File: src/rtl/ddr3_bringup_pkg.sv
package ddr3_bringup_pkg;

    typedef enum logic [2:0] {
        PH_IDLE,
        PH_PRE,
        PH_POST,
        PH_GAP,
        PH_DONE
    } phase_e;

    typedef enum logic [1:0] {
        CK_NOP,
        CK_MRS,
        CK_ZQCL
    } cmd_kind_e;

    // index of the final command (ZQ long calibration)
    localparam logic [2:0] LAST_STEP = 3'd4;
    localparam logic [2:0] FIRST_STEP = 3'd0;

    // nanoseconds to clock cycles, rounded up, never below one
    function automatic int ns_to_cyc(input longint ns, input longint clk_ps);
        longint c;
        c = (ns * 1000 + clk_ps - 1) / clk_ps;
        if (c < 1) c = 1;
        return int'(c);
    endfunction

    function automatic int max2(input int a, input int b);
        return (a > b) ? a : b;
    endfunction

    // {cs_n, ras_n, cas_n, we_n}
    function automatic logic [3:0] strobes(input cmd_kind_e k);
        logic [3:0] s;
        case (k)
            CK_MRS:  s = 4'b0000;
            CK_ZQCL: s = 4'b0110;
            default: s = 4'b1111;
        endcase
        return s;
    endfunction

endpackage

File: src/rtl/ddr3_bringup_timer.sv
module ddr3_bringup_timer #(
    parameter int CNT_W = 8
) (
    input  logic             clk_i,
    input  logic             rst_ni,
    input  logic             load_i,
    input  logic [CNT_W-1:0] load_val_i,
    output logic             expired_o
);

    logic [CNT_W-1:0] cnt_d, cnt_q;

    always_comb begin
        cnt_d = cnt_q;
        if (load_i) begin
            cnt_d = load_val_i;
        end else if (cnt_q != '0) begin
            cnt_d = cnt_q - CNT_W'(1);
        end
    end

    always_ff @(posedge clk_i or negedge rst_ni) begin
        if (!rst_ni) begin
            cnt_q <= '0;
        end else begin
            cnt_q <= cnt_d;
        end
    end

    assign expired_o = (cnt_q == '0);

endmodule

File: src/rtl/ddr3_bringup_steps.sv
module ddr3_bringup_steps
    import ddr3_bringup_pkg::*;
#(
    parameter int                ADDR_W    = 14,
    parameter int                BA_W      = 3,
    parameter int                CNT_W     = 8,
    parameter logic [ADDR_W-1:0] MR0_VAL   = 'h320,
    parameter logic [ADDR_W-1:0] MR1_VAL   = 'h006,
    parameter logic [ADDR_W-1:0] MR2_VAL   = 'h200,
    parameter logic [ADDR_W-1:0] MR3_VAL   = 'h000,
    parameter int                TMRD_CYC  = 4,
    parameter int                MOD_CYC   = 500,
    parameter int                ZQ_CYC    = 500
) (
    input  logic [2:0]        idx_i,
    output cmd_kind_e         kind_o,
    output logic [BA_W-1:0]   bank_o,
    output logic [ADDR_W-1:0] addr_o,
    output logic [CNT_W-1:0]  gap_o
);

    localparam logic [ADDR_W-1:0] ZQ_ADDR = ADDR_W'(1) << 10;

    always_comb begin
        kind_o = CK_NOP;
        bank_o = '0;
        addr_o = '0;
        gap_o  = CNT_W'(TMRD_CYC);
        case (idx_i)
            3'd0: begin
                kind_o = CK_MRS;
                bank_o = BA_W'(2);
                addr_o = MR2_VAL;
            end
            3'd1: begin
                kind_o = CK_MRS;
                bank_o = BA_W'(3);
                addr_o = MR3_VAL;
            end
            3'd2: begin
                kind_o = CK_MRS;
                bank_o = BA_W'(1);
                addr_o = MR1_VAL;
            end
            3'd3: begin
                kind_o = CK_MRS;
                bank_o = BA_W'(0);
                addr_o = MR0_VAL;
                gap_o  = CNT_W'(MOD_CYC);
            end
            3'd4: begin
                kind_o = CK_ZQCL;
                bank_o = BA_W'(0);
                addr_o = ZQ_ADDR;
                gap_o  = CNT_W'(ZQ_CYC);
            end
            default: begin
                kind_o = CK_NOP;
            end
        endcase
    end

endmodule

File: src/rtl/ddr3_bringup_seq.sv
module ddr3_bringup_seq
    import ddr3_bringup_pkg::*;
#(
    parameter int CLK_PS      = 4000,
    parameter int PWR_WAIT_NS = 500000,
    parameter int CKE_WAIT_NS = 500000,
    parameter int MOD_WAIT_NS = 2000,
    parameter int ZQ_WAIT_NS  = 2000,
    parameter int TMRD_CYC    = 4,
    parameter int ADDR_W      = 14,
    parameter int BA_W        = 3,
    parameter logic [ADDR_W-1:0] MR0_VAL = 'h320,
    parameter logic [ADDR_W-1:0] MR1_VAL = 'h006,
    parameter logic [ADDR_W-1:0] MR2_VAL = 'h200,
    parameter logic [ADDR_W-1:0] MR3_VAL = 'h000
) (
    input  logic              clk_i,
    input  logic              rst_ni,
    input  logic              start_i,
    output logic              dfi_reset_n_o,
    output logic              dfi_cke_o,
    output logic              dfi_odt_o,
    output logic              dfi_cs_n_o,
    output logic              dfi_ras_n_o,
    output logic              dfi_cas_n_o,
    output logic              dfi_we_n_o,
    output logic [BA_W-1:0]   dfi_bank_o,
    output logic [ADDR_W-1:0] dfi_address_o,
    output logic              done_o
);

    localparam int PRE_CYC  = ns_to_cyc(PWR_WAIT_NS, CLK_PS);
    localparam int POST_CYC = ns_to_cyc(CKE_WAIT_NS, CLK_PS);
    localparam int MOD_CYC  = ns_to_cyc(MOD_WAIT_NS, CLK_PS);
    localparam int ZQ_CYC   = ns_to_cyc(ZQ_WAIT_NS, CLK_PS);
    localparam int GAP_MIN  = (TMRD_CYC < 1) ? 1 : TMRD_CYC;
    localparam int MAX_CYC  = max2(max2(PRE_CYC, POST_CYC),
                                   max2(max2(MOD_CYC, ZQ_CYC), GAP_MIN));
    localparam int CNT_W    = $clog2(MAX_CYC + 1);

    typedef struct packed {
        phase_e            phase;
        logic [2:0]        step;
        logic              rst_n;
        logic              cke;
        logic              odt;
        logic [3:0]        strb;   // {cs_n, ras_n, cas_n, we_n}
        logic [BA_W-1:0]   bank;
        logic [ADDR_W-1:0] addr;
        logic              done;
    } seq_state_t;

    localparam seq_state_t RESET_STATE = '{
        phase: PH_IDLE,
        step:  3'd0,
        rst_n: 1'b0,
        cke:   1'b0,
        odt:   1'b0,
        strb:  4'b1111,
        bank:  '0,
        addr:  '0,
        done:  1'b0
    };

    seq_state_t st_d, st_q;

    logic             tmr_load;
    logic [CNT_W-1:0] tmr_val;
    logic             tmr_expired;

    logic [2:0]        issue_idx;
    cmd_kind_e         issue_kind;
    logic [BA_W-1:0]   issue_bank;
    logic [ADDR_W-1:0] issue_addr;
    logic [CNT_W-1:0]  issue_gap;

    // next command: the first one when leaving the clock-enable wait
    assign issue_idx = (st_q.phase == PH_POST) ? FIRST_STEP : 3'(st_q.step + 3'd1);

    ddr3_bringup_steps #(
        .ADDR_W   (ADDR_W),
        .BA_W     (BA_W),
        .CNT_W    (CNT_W),
        .MR0_VAL  (MR0_VAL),
        .MR1_VAL  (MR1_VAL),
        .MR2_VAL  (MR2_VAL),
        .MR3_VAL  (MR3_VAL),
        .TMRD_CYC (GAP_MIN),
        .MOD_CYC  (MOD_CYC),
        .ZQ_CYC   (ZQ_CYC)
    ) u_steps (
        .idx_i  (issue_idx),
        .kind_o (issue_kind),
        .bank_o (issue_bank),
        .addr_o (issue_addr),
        .gap_o  (issue_gap)
    );

    ddr3_bringup_timer #(
        .CNT_W (CNT_W)
    ) u_timer (
        .clk_i      (clk_i),
        .rst_ni     (rst_ni),
        .load_i     (tmr_load),
        .load_val_i (tmr_val),
        .expired_o  (tmr_expired)
    );

    always_comb begin
        st_d     = st_q;
        tmr_load = 1'b0;
        tmr_val  = '0;
        // idle command unless a step below issues one
        st_d.strb = 4'b1111;
        st_d.bank = '0;
        st_d.addr = '0;

        case (st_q.phase)
            PH_IDLE: begin
                if (start_i) begin
                    st_d.phase = PH_PRE;
                    st_d.rst_n = 1'b1;
                    st_d.odt   = 1'b1;
                    st_d.cke   = 1'b0;
                    tmr_load   = 1'b1;
                    tmr_val    = CNT_W'(PRE_CYC - 1);
                end
            end
            PH_PRE: begin
                if (tmr_expired) begin
                    st_d.phase = PH_POST;
                    st_d.cke   = 1'b1;
                    tmr_load   = 1'b1;
                    tmr_val    = CNT_W'(POST_CYC - 1);
                end
            end
            PH_POST, PH_GAP: begin
                if (tmr_expired) begin
                    if (st_q.phase == PH_GAP && st_q.step == LAST_STEP) begin
                        st_d.phase = PH_DONE;
                        st_d.done  = 1'b1;
                    end else begin
                        st_d.phase = PH_GAP;
                        st_d.step  = issue_idx;
                        st_d.strb  = strobes(issue_kind);
                        st_d.bank  = issue_bank;
                        st_d.addr  = issue_addr;
                        tmr_load   = 1'b1;
                        // command cycle plus the idle gap that follows it
                        tmr_val    = issue_gap;
                    end
                end
            end
            PH_DONE: begin
                st_d.done = 1'b1;
            end
            default: begin
                st_d = RESET_STATE;
            end
        endcase
    end

    always_ff @(posedge clk_i or negedge rst_ni) begin
        if (!rst_ni) begin
            st_q <= RESET_STATE;
        end else begin
            st_q <= st_d;
        end
    end

    assign dfi_reset_n_o = st_q.rst_n;
    assign dfi_cke_o     = st_q.cke;
    assign dfi_odt_o     = st_q.odt;
    assign dfi_cs_n_o    = st_q.strb[3];
    assign dfi_ras_n_o   = st_q.strb[2];
    assign dfi_cas_n_o   = st_q.strb[1];
    assign dfi_we_n_o    = st_q.strb[0];
    assign dfi_bank_o    = st_q.bank;
    assign dfi_address_o = st_q.addr;
    assign done_o        = st_q.done;

endmodule

File: config.mk
export PLATFORM = sky130hd
export DESIGN_NAME = ddr3_bringup_seq
export DESIGN_NICKNAME = d
export VERILOG_FILES = /design/src/rtl/ddr3_bringup_pkg.sv /design/src/rtl/ddr3_bringup_timer.sv /design/src/rtl/ddr3_bringup_steps.sv /design/src/rtl/ddr3_bringup_seq.sv
export SDC_FILE = /design/constraint.sdc
export NUM_CORES = 1
export LEC_CHECK = 0
export BUFFER_PORTS_ARGS = -buffer_cell sky130_fd_sc_hd__buf_2
export CORE_ASPECT_RATIO = 0.75
export CORE_MARGIN = 2
export CORE_UTILIZATION = 40
export CTS_BUF_LIST = sky130_fd_sc_hd__clkbuf_4
export DETAILED_ROUTE_END_ITERATION = 10
export PLACE_DENSITY = 0.59
export SKIP_LAST_GASP = 1
export SLEW_MARGIN = 20
export SYNTH_ARGS = -nofsm -noshare
export SYNTH_HDL_FRONTEND = slang
export SYNTH_SLANG_ARGS = --single-unit
File: constraint.sdc
create_clock -name clk_i -period 3.2 [get_ports clk_i]
set_clock_uncertainty 0.15 [all_clocks]
set_input_delay 0 -clock clk_i [delete_from_list [all_inputs] [get_ports clk_i]]
set_output_delay 0 -clock clk_i [all_outputs]
set_load 0.1 [all_outputs]
[After elaboration in Yosys (flattened, before gate mapping)]
Cells that the tools add are included.
Cells by class
  multiplexer cells: 35
  bitwise operators: 5
  add/sub/neg operators: 2
  reduce and logical (&&, ||, !) cells: 18
  equal/unequal tests: 16
Operators by type and width (number)
  2-to-1 mux 17 bit: 6
  one-hot mux 17 bit (3 select lines): 1
  one-hot mux 11 bit (4 select lines): 1
  2-to-1 mux 21 bit: 2
  2-to-1 mux 22 bit: 1
  2-to-1 mux 3 bit: 6
  logical NOT 17 bit: 1
  nonzero test 17 bit: 1
  subtractor 17 x 1 -> 17 bit (second input constant): 1
  equality test 3 x 2 -> 1 bit (second input constant): 4
  one-hot mux 3 bit (4 select lines): 1
  inequality test 2 bit (second input constant): 5
  equality test 3 bit (second input constant): 3
  2-to-1 mux 9 bit: 1
  one-hot mux 1 bit (3 select lines): 3
  AND reduction 3 bit: 3
  one-hot mux 4 bit (2 select lines): 1
  OR reduction 4 bit: 2
  equality test 3 x 1 -> 1 bit (second input constant): 2
  logical NOT 3 bit: 2
  2-to-1 mux 1 bit: 6
  2-to-1 mux 6 bit: 1
  one-hot mux 2 bit (3 select lines): 1
  one-hot mux 3 bit (2 select lines): 1
  12 further kinds: 20
Storage, ports and cells
  bits of input ports: 3
  flip-flop bits (word level): 48
  output and inout port bits: 25
  word-level logic and storage cells: 86

[Longest topological paths before layout]
Gate-level depths: netlist of the first run.
  depth after elaboration: 10
  gate-level depth with buffers: 8
  depth with buffers taken out: 7

[By module]
A second synthesis of the first run with hierarchy kept.
Second synthesis, totals
  cell total of the unflattened synthesis: 295
  area, all modules: 2835.2 um^2
Modules (own cells, without submodules)
  ddr3_bringup_seq: cells each 146, seq. area each 703.2 um^2, area each 1522.7 um^2, instances 1
  ddr3_bringup_timer: cells each 109, seq. area each 425.4 um^2, area each 1033.5 um^2, instances 1
  ddr3_bringup_steps: cells each 40, seq. area each 0.0 um^2, area each 279.0 um^2, instances 1

[Worst setup path before layout of the first run]
No wires, ideal clock.
  path type: reg2reg
  start point: reg u_timer.cnt_q[11]
  end point: reg u_timer.cnt_q[4]
  data arrival time: 2079 ps
  period minus slack after synthesis: 2370 ps
  stages on the path, launching flop included: 7
  path buffers: 1
  setup slack: 830 ps
  required time: 2909 ps
  library setup time: 141 ps
  path through: dfrtp_1 or4_4 or3_1 buf_6 o41a_1 nand2_1 a21oi_1
On the way
  cells in the longest elaborated chain, start to end: 4
  elaborated cells on any way between the ends: 9
  those cells by class: mux: 6; reduce/logical: 3
Ends and longest elaborated chain
  start: declaration: RTL line ddr3_bringup_timer.sv:11  | logic [CNT_W-1:0] cnt_d, cnt_q;
  start signal: assignment: RTL line ddr3_bringup_timer.sv:26  | cnt_q <= cnt_d;
  logical NOT 17 bit: RTL line ddr3_bringup_timer.sv:30  | assign expired_o = (cnt_q == '0);
  2-to-1 mux 17 bit, or another cell as far along: RTL line ddr3_bringup_seq.sv:138  | if (tmr_expired) begin
  one-hot mux 17 bit (3 select lines) / one-hot mux 1 bit (3 select lines) (equally long branches): RTL line ddr3_bringup_seq.sv:118  | case (st_q.phase)
  2-to-1 mux 17 bit / nonzero test 2 bit (equally long branches)
Parallel ways exist; a longest one is shown, timed or not.
A chain may end at the register's enable or synchronous reset.

[Worst setup path after layout of the first run]
  start point: reg u_timer.cnt_q[11]
  end point: reg u_timer.cnt_q[5]
Same word-level chain as after synthesis.

==> impl_results.md, run 1 <==
* DR pass1 iterations at 4
* Die area at 5649 um2
* Fmax at 378.3 MHz
* Class of the tightest hold or removal check: primary input to async pin
* Power Dens Cells at 415.5 nW/um2
* WL per Instance at between 10 and 15 um
* # resized after CTS at 0
* Diode count at 0
* Commonest non-fill, non-tap cell in the layout: dfrtp_1
* Row count at 22
* Setup TNS at 0 ns
* Capture point of the critical path: u_timer.cnt_q[5]
* DRC Markers at 0
* Fillcell total at ~500
* First-pass GRT wire length at ~7100 um
* Max Slew Vio Count at 0
* Peak supply drop at 0.3215 mV
* Clock latency on the worst-skew pair at 0.35 ns
* Cell-internal power at 637.9 uW
* Final hold viol count at 0
* Grt total ovfl at 0
* Num CTS Buffers at 5
* Outcome: completed
* RSZ-0062 raised after global routing: false
* Initial DRC count at 110
* Sw Share at 0.2824
* Seq pwr share at 0.521
* Placed cell areas at a little over 2000 um2
* #FFs+latches synth at 34
* Largest fanout on the critical path at 9
* Reg-to-reg setup timing slack at 0.56 ns
* Clock Sinks at 34
* Synth-to-Final Area Change at 5.751%
* Synth Cell Area at 2023 um2
* Layout Nets at between 200 and 250
* Clk root buf: clkbuf_4
* Mapped Avg Cell Area at 9.238 um2
* Synth warn at 0
* Met2 usage at 0.2093
* GRT Total Usage at 0.1635
* P_sw at 251.0 uW
* Reg2reg start: u_timer.cnt_q[11]
* CP Class: register to register
* Gpl congestion at 0.9038
* Cell area after layout at approximately 2100 um2
* Busiest metal layer after global routing: met1
* Final min period at roughly 2.6 ns
* Post-synth cell types at 44
* Crit. End Element: register
* Critical path cell sequence: or4_4, or3_1, o41a_1, nand2_1, a21oi_1
* CP arrival at 2.71 ns
* Clock buffer depth at 2
* Via density at a little over 5
* WL final at approximately 4000 um
* DR vias at 1507
* HPWL after detailed placement at 2940 um
* CP required at 3.27 ns
* R2R Path End: u_timer.cnt_q[5]
* Slew headroom at 0.4351
* Initial antenna violation count at 0
* Vias in the first global route at 1388
* Core area at 4872 um2
* Most frequent cells in the layout: dfrtp_1 (32), nor2_1 (20), nand2_1 (18), buf_2 (18), a21oi_1 (12)
* Cts-stage hold buffer count at 2
* Critical Path Source: u_timer.cnt_q[11]
* R2R depth at 5
* GR Util met3 at 0.04397
* Initial core utilization at 0.4153
* Synth Instances at 219
* CTS tree: done
* Height of the die at 65.59 um
* ANT nets after route at 0
* Die X at between 80 and 90 um
* Slowest cell on crit path: or3_1
* Setup bufs post-CTS at 0
* Leakage at approximately 0.00096 uW
* CP max stage delay at roughly 0.6 ns
* Final Setup Violations at 0
* GRT met1 Usage at 0.2571
* IO Count at 28
* Clock Pin Slew Worst Setup and Hold Paths at about 0.12 ns
* H-tree depth at 2
* Layout cells sized above 1 at 0.1609
* Clk pwr share at 0.357
* Post-synthesis sequential area ratio at 0.4218
* Largest net degree at the start of global routing at 35
* Port Buffers at 18
* Max-Cap Viols at 0
* Setup crit start kind: register
* Comb pwr share at 0.122
* Fin crit share at 0.8260
* Least-Margin Pin Slew at 0.8409 ns
-- registers in the layout, summed over array words and instances (netlist names) --
signal / flops
dfi_address_o: 4
dfi_cke_o: 1
u_timer.cnt_q: 17
st_q: 6
dfi_we_n_o: 1
dfi_odt_o: 1
done_o: 1
dfi_ras_n_o: 1
dfi_bank_o: 2
-- worst max-delay path: cells and delay by family (launching register included) --
| family | cells | cell delay [ns] |
|---|---|---|
| AND/OR/NAND/NOR | 3 | 1.28 |
| flip-flops | 1 | 0.44 |
| AO/OA/AOI/OAI | 2 | 0.65 |
-- cell families (layout without fill, tap and decap cells) --
family / Yosys count / count (layout) / share of synthesized area
adders and majority gates: 5 / 5 / 0.03092
DFF: 34 / 34 / 0.4218
other: 1 / 9 / 0.001854
buffers and inverters: 33 / 36 / 0.1020
muxes: 2 / 2 / 0.009895
AOI/OAI and AO/OA: 43 / 43 / 0.1385
and+or+nand+nor: 90 / 90 / 0.2474
xor gates and xnor gates: 11 / 11 / 0.04762
-- through the flow --
stage | setup slack [ns] | utilization | total power [uW] | hold WS (ns) | cells
finish | 0.5569 | 0.4391 | 888.9 | 0.08966 | 290
global route | 0.3958 | 0.4391 | 938.9 | 0.1586 | 290
CTS | 0.5480 | 0.4391 | 897.1 | 0.1209 | 290
detailed placement | 0.5533 | 0.4191 | 578.9 | -0.02808 | 280
global placement | 0.5819 | 0.4191 | 578.0 | -0.03650 | 280
floorplan | 0.8303 | - | 566.7 | -0.4456 | 227
-- layout make-up --
| class | instances | area [um2] | area share |
|---|---|---|---|
| Tap cell | 60 | 75.07 | 0.03509 |
| Clock buffer | 5 | 37.54 | 0.01754 |
| Multi-Input combinational cell | 160 | 993.5 | 0.4643 |
| Clock inverter | 3 | 40.04 | 0.01871 |
| Inverter | 8 | 30.03 | 0.01404 |
| Timing Repair Buffer | 20 | 110.1 | 0.05146 |
| Sequential cell | 34 | 853.3 | 0.3988 |
-- routing by layer --
layer / share of wire / routed length, um
met1: 0.53 / 2143
met2: 0.39 / 1582
met3: 0.062 / 251
met4: 0.015 / 62
met5: 0 / 0
-- power by group through the flow --
stage	Sequential (uW)	Combinational (uW)	Clock, uW
3_3_place_gp	471	106	0
2_1_floorplan	468	98.5	0
6_report	463	108	317
4_1_cts	463	109	325
3_5_place_dp	472	107	0
5_1_grt	467	120	352
-- Yosys cell counts, drive strengths merged --
cell | number | area, um2
and3 | 5 | 31.28
conb | 1 | 3.750
o41ai | 2 | 17.52
a21oi | 12 | 60.06
nand4 | 3 | 18.77
o211ai | 2 | 15.01
xor2 | 8 | 70.07
o31ai | 4 | 30.03
nand2 | 18 | 67.56
a31oi | 3 | 18.77
o31a | 1 | 8.760
xnor2 | 3 | 26.28
nor3 | 11 | 76.33
clkbuf | 4 | 15.01
o41a | 2 | 22.52
ha | 5 | 62.56
or4 | 2 | 22.52
a22oi | 2 | 15.01
buf | 21 | 161.4
nor4 | 2 | 12.51
dfstp | 2 | 52.55
or2 | 2 | 12.52
nor2 | 21 | 95.09
o21ai | 11 | 58.81
mux2i | 2 | 20.02
a41o | 1 | 10.01
nand4b | 1 | 8.760
nor2b | 4 | 25.02
nand3 | 7 | 35.03
nand2b | 6 | 37.54
o21a | 1 | 7.510
inv | 8 | 30.03
or3 | 6 | 42.54
dfrtp | 32 | 800.8
nand3b | 2 | 15.01
a21o | 1 | 7.510
a41oi | 1 | 8.760
-- worst min path at each step --
stage,slack (ns),end
final,0.09,u_timer.cnt_q[4]
after floorplan,-0.45,dfi_address_o[10]
after global routing,0.16,dfi_address_o[2]
after detailed placement,-0.03,dfi_odt_o
after CTS,0.12,u_timer.cnt_q[4]
after global placement,-0.04,dfi_odt_o
(Power assumes the default switching activity.)
==> run 2: changes to the inputs <==
PLACE_DENSITY = 0.61   (was 0.59)
clock period = 2.39 ns   (was 3.2 ns; I/O delays follow)
==> run 2 against run 1 <==
Flip-flop and latch count stayed put. Clock-buffer cell count is the same. Largest power group unchanged. Non-clock buffer count increased by 27. Die area did not move. Largest cell class unchanged. Utilization grew 5.2 points. Highest routed layer unchanged.
==> impl_results.md, run 2 (same netlist as run 1, synthesis figures left out) <==
* Outcome: completed
* DR vias at 1655
* Die area at roughly 5600 um2
* Initial antenna violation count at 0
* Crit. End Element: register
* Leakage at 0.001113 uW
* Num CTS Buffers at 5
* Final hold viol count at 0
* IO Count at 28
* Class of the tightest hold or removal check: primary input to async pin
* Fin crit share at 0.9821
* Clock latency on the worst-skew pair at between 0.3 and 0.4 ns
* CTS tree: done
* Peak supply drop at between 0.2 and 0.3 mV
* Number of flip-flops under the largest register name at 17
* Commonest non-fill, non-tap cell in the layout: dfrtp_1
* Slew headroom at 0.4905
* Clock Pin Slew Worst Setup and Hold Paths at around 0.12 ns
* HPWL after detailed placement at 3190 um
* Core area at 4872 um2
* WL final at 4542 um
* Die X at 86.12 um
* Reg2reg start: u_timer.cnt_q[11]
* Multi-input gate area at 1026 um2
* Final hold slack at 0.09461 ns
* Diode count at 0
* Slowest cell on crit path: or4_4
* DR pass1 iterations at 4
* Max-Cap Viols at 0
* Placed cell areas at 2227 um2
* CP arrival at 2.43 ns
* Largest net degree at the start of global routing at 35
* Initial DRC count at 63
* Clock Sinks at 34
* Port Buffers at 18
* Largest fanout on the critical path at 9
* Gpl congestion at 0.7878
* Row count at 22
* Critical Path Source: u_timer.cnt_q[11]
* First-pass GRT wire length at 7514 um
* Most frequent cells in the layout: dfrtp_1 (32), buf_4 (26), nor2_1 (20)
* Fillcell total at 460
* Critical path cell sequence: or4_4, or3_4, o41a_1, nand2_1, a21oi_1
* CP bufs+invs at 0
* Fmax at ~430 MHz
* Flip-flop and latch area at between 800 and 900 um2
* Setup crit start kind: register
* Via density at 5.221
* Least-Margin Pin Slew at 0.7642 ns
* WL per Instance at 14.33 um
* Clk root buf: clkbuf_4
* Setup WS pre-CTS at -0.02806 ns
* GRT Total Usage at 0.1723
* Grt total ovfl at 0
* Finished Core Util at 0.4910
* Initial core utilization at 0.4153
* H-tree depth at 2
* Design Power at between 1000 and 1500 uW
* CP max stage delay at 0.54 ns
* Synth-to-Final Area Change at 18.24%
* Final setup margin at 0.04289 ns
* DRC Markers at 0
* Vias in the first global route at 1523
* Cell area after layout at 2392 um2
* Final min period at 2.347 ns
* Max Slew Vio Count at 0
* Layout cells sized above 1 at 0.2685
* ANT nets after route at 0
* Layout Nets at 264
* Top reg by flops: u_timer.cnt_q
* Power Dens Cells at around 520 nW/um2
* Top delay family on crit path: simple AND/OR/NAND/NOR gates
* Height of the die at 65.59 um
* CP Class: register to register
* Final Setup Violations at 0
* Clock buffer depth at 2
* CP required at 2.48 ns
* RSZ-0062 raised after global routing: true
## run 2: path summary, 6_finish.rpt
check / to / slack (ns) / cells after the start
worst max-delay path: u_timer.cnt_q[4] / 0.04 / 5
worst min-delay path: dfi_address_o[2] / 0.09 / 2
worst max register to register: u_timer.cnt_q[4] / 0.04 / 5
worst min register to register: dfi_odt_o / 0.39 / 2
max in group asynchronous: u_timer.cnt_q[4] / 1.51 / 2
min in group clk_i: dfi_odt_o / 0.39 / 2
## run 2: area by class of cell
class	count	area share
well taps	60	0.03138
clock buffers	5	0.01569
repair buffers	47	0.1360
clock inverters	3	0.01883
flip-flops and latches	34	0.3567
multi-input cells	160	0.4289
inverters	8	0.01255
## run 2: repair_timing
item	in CTS	in global routing
buffers inserted	0	4
hold endpoints to repair	36	0
resized for setup	1	5
endpoints found under the setup margin	9	12
pin swaps	0	2
hold buffers	2	0
## run 2: where the power goes
part / switching, uW / internal, uW / leakage (uW) / total (uW)
clock: 217 / 219 / 0.0000374 / 436
sequential: 16.5 / 598 / 0.000409 / 614
combinational: 124 / 65.0 / 0.000667 / 189
## run 2: layer usage
metal  vias up  part of all wire  wire length, um  global-route usage
met1       780              0.51             2325              0.2586
met5         -                 0                0                   0
met2        47              0.44             1977              0.2442
met3         5             0.043              196             0.04146
met4         0            0.0095               43             0.04762
li1        823                 -                -                   -
## run 2: metrics by stage
step | setup TNS (ns) | instances
finish | 0 | 317
detailed placement | -0.1222 | 303
global placement | 0 | 303
floorplan | 0 | 227
global route | -0.1219 | 317
CTS | 0 | 313
## run 2: worst reg2reg max path, stage by stage, from the launching register on
cell     delay (ns)
dfrtp_1        0.40
or4_4          0.54
or3_4          0.46
o41a_1         0.53
nand2_1        0.10
a21oi_1        0.06
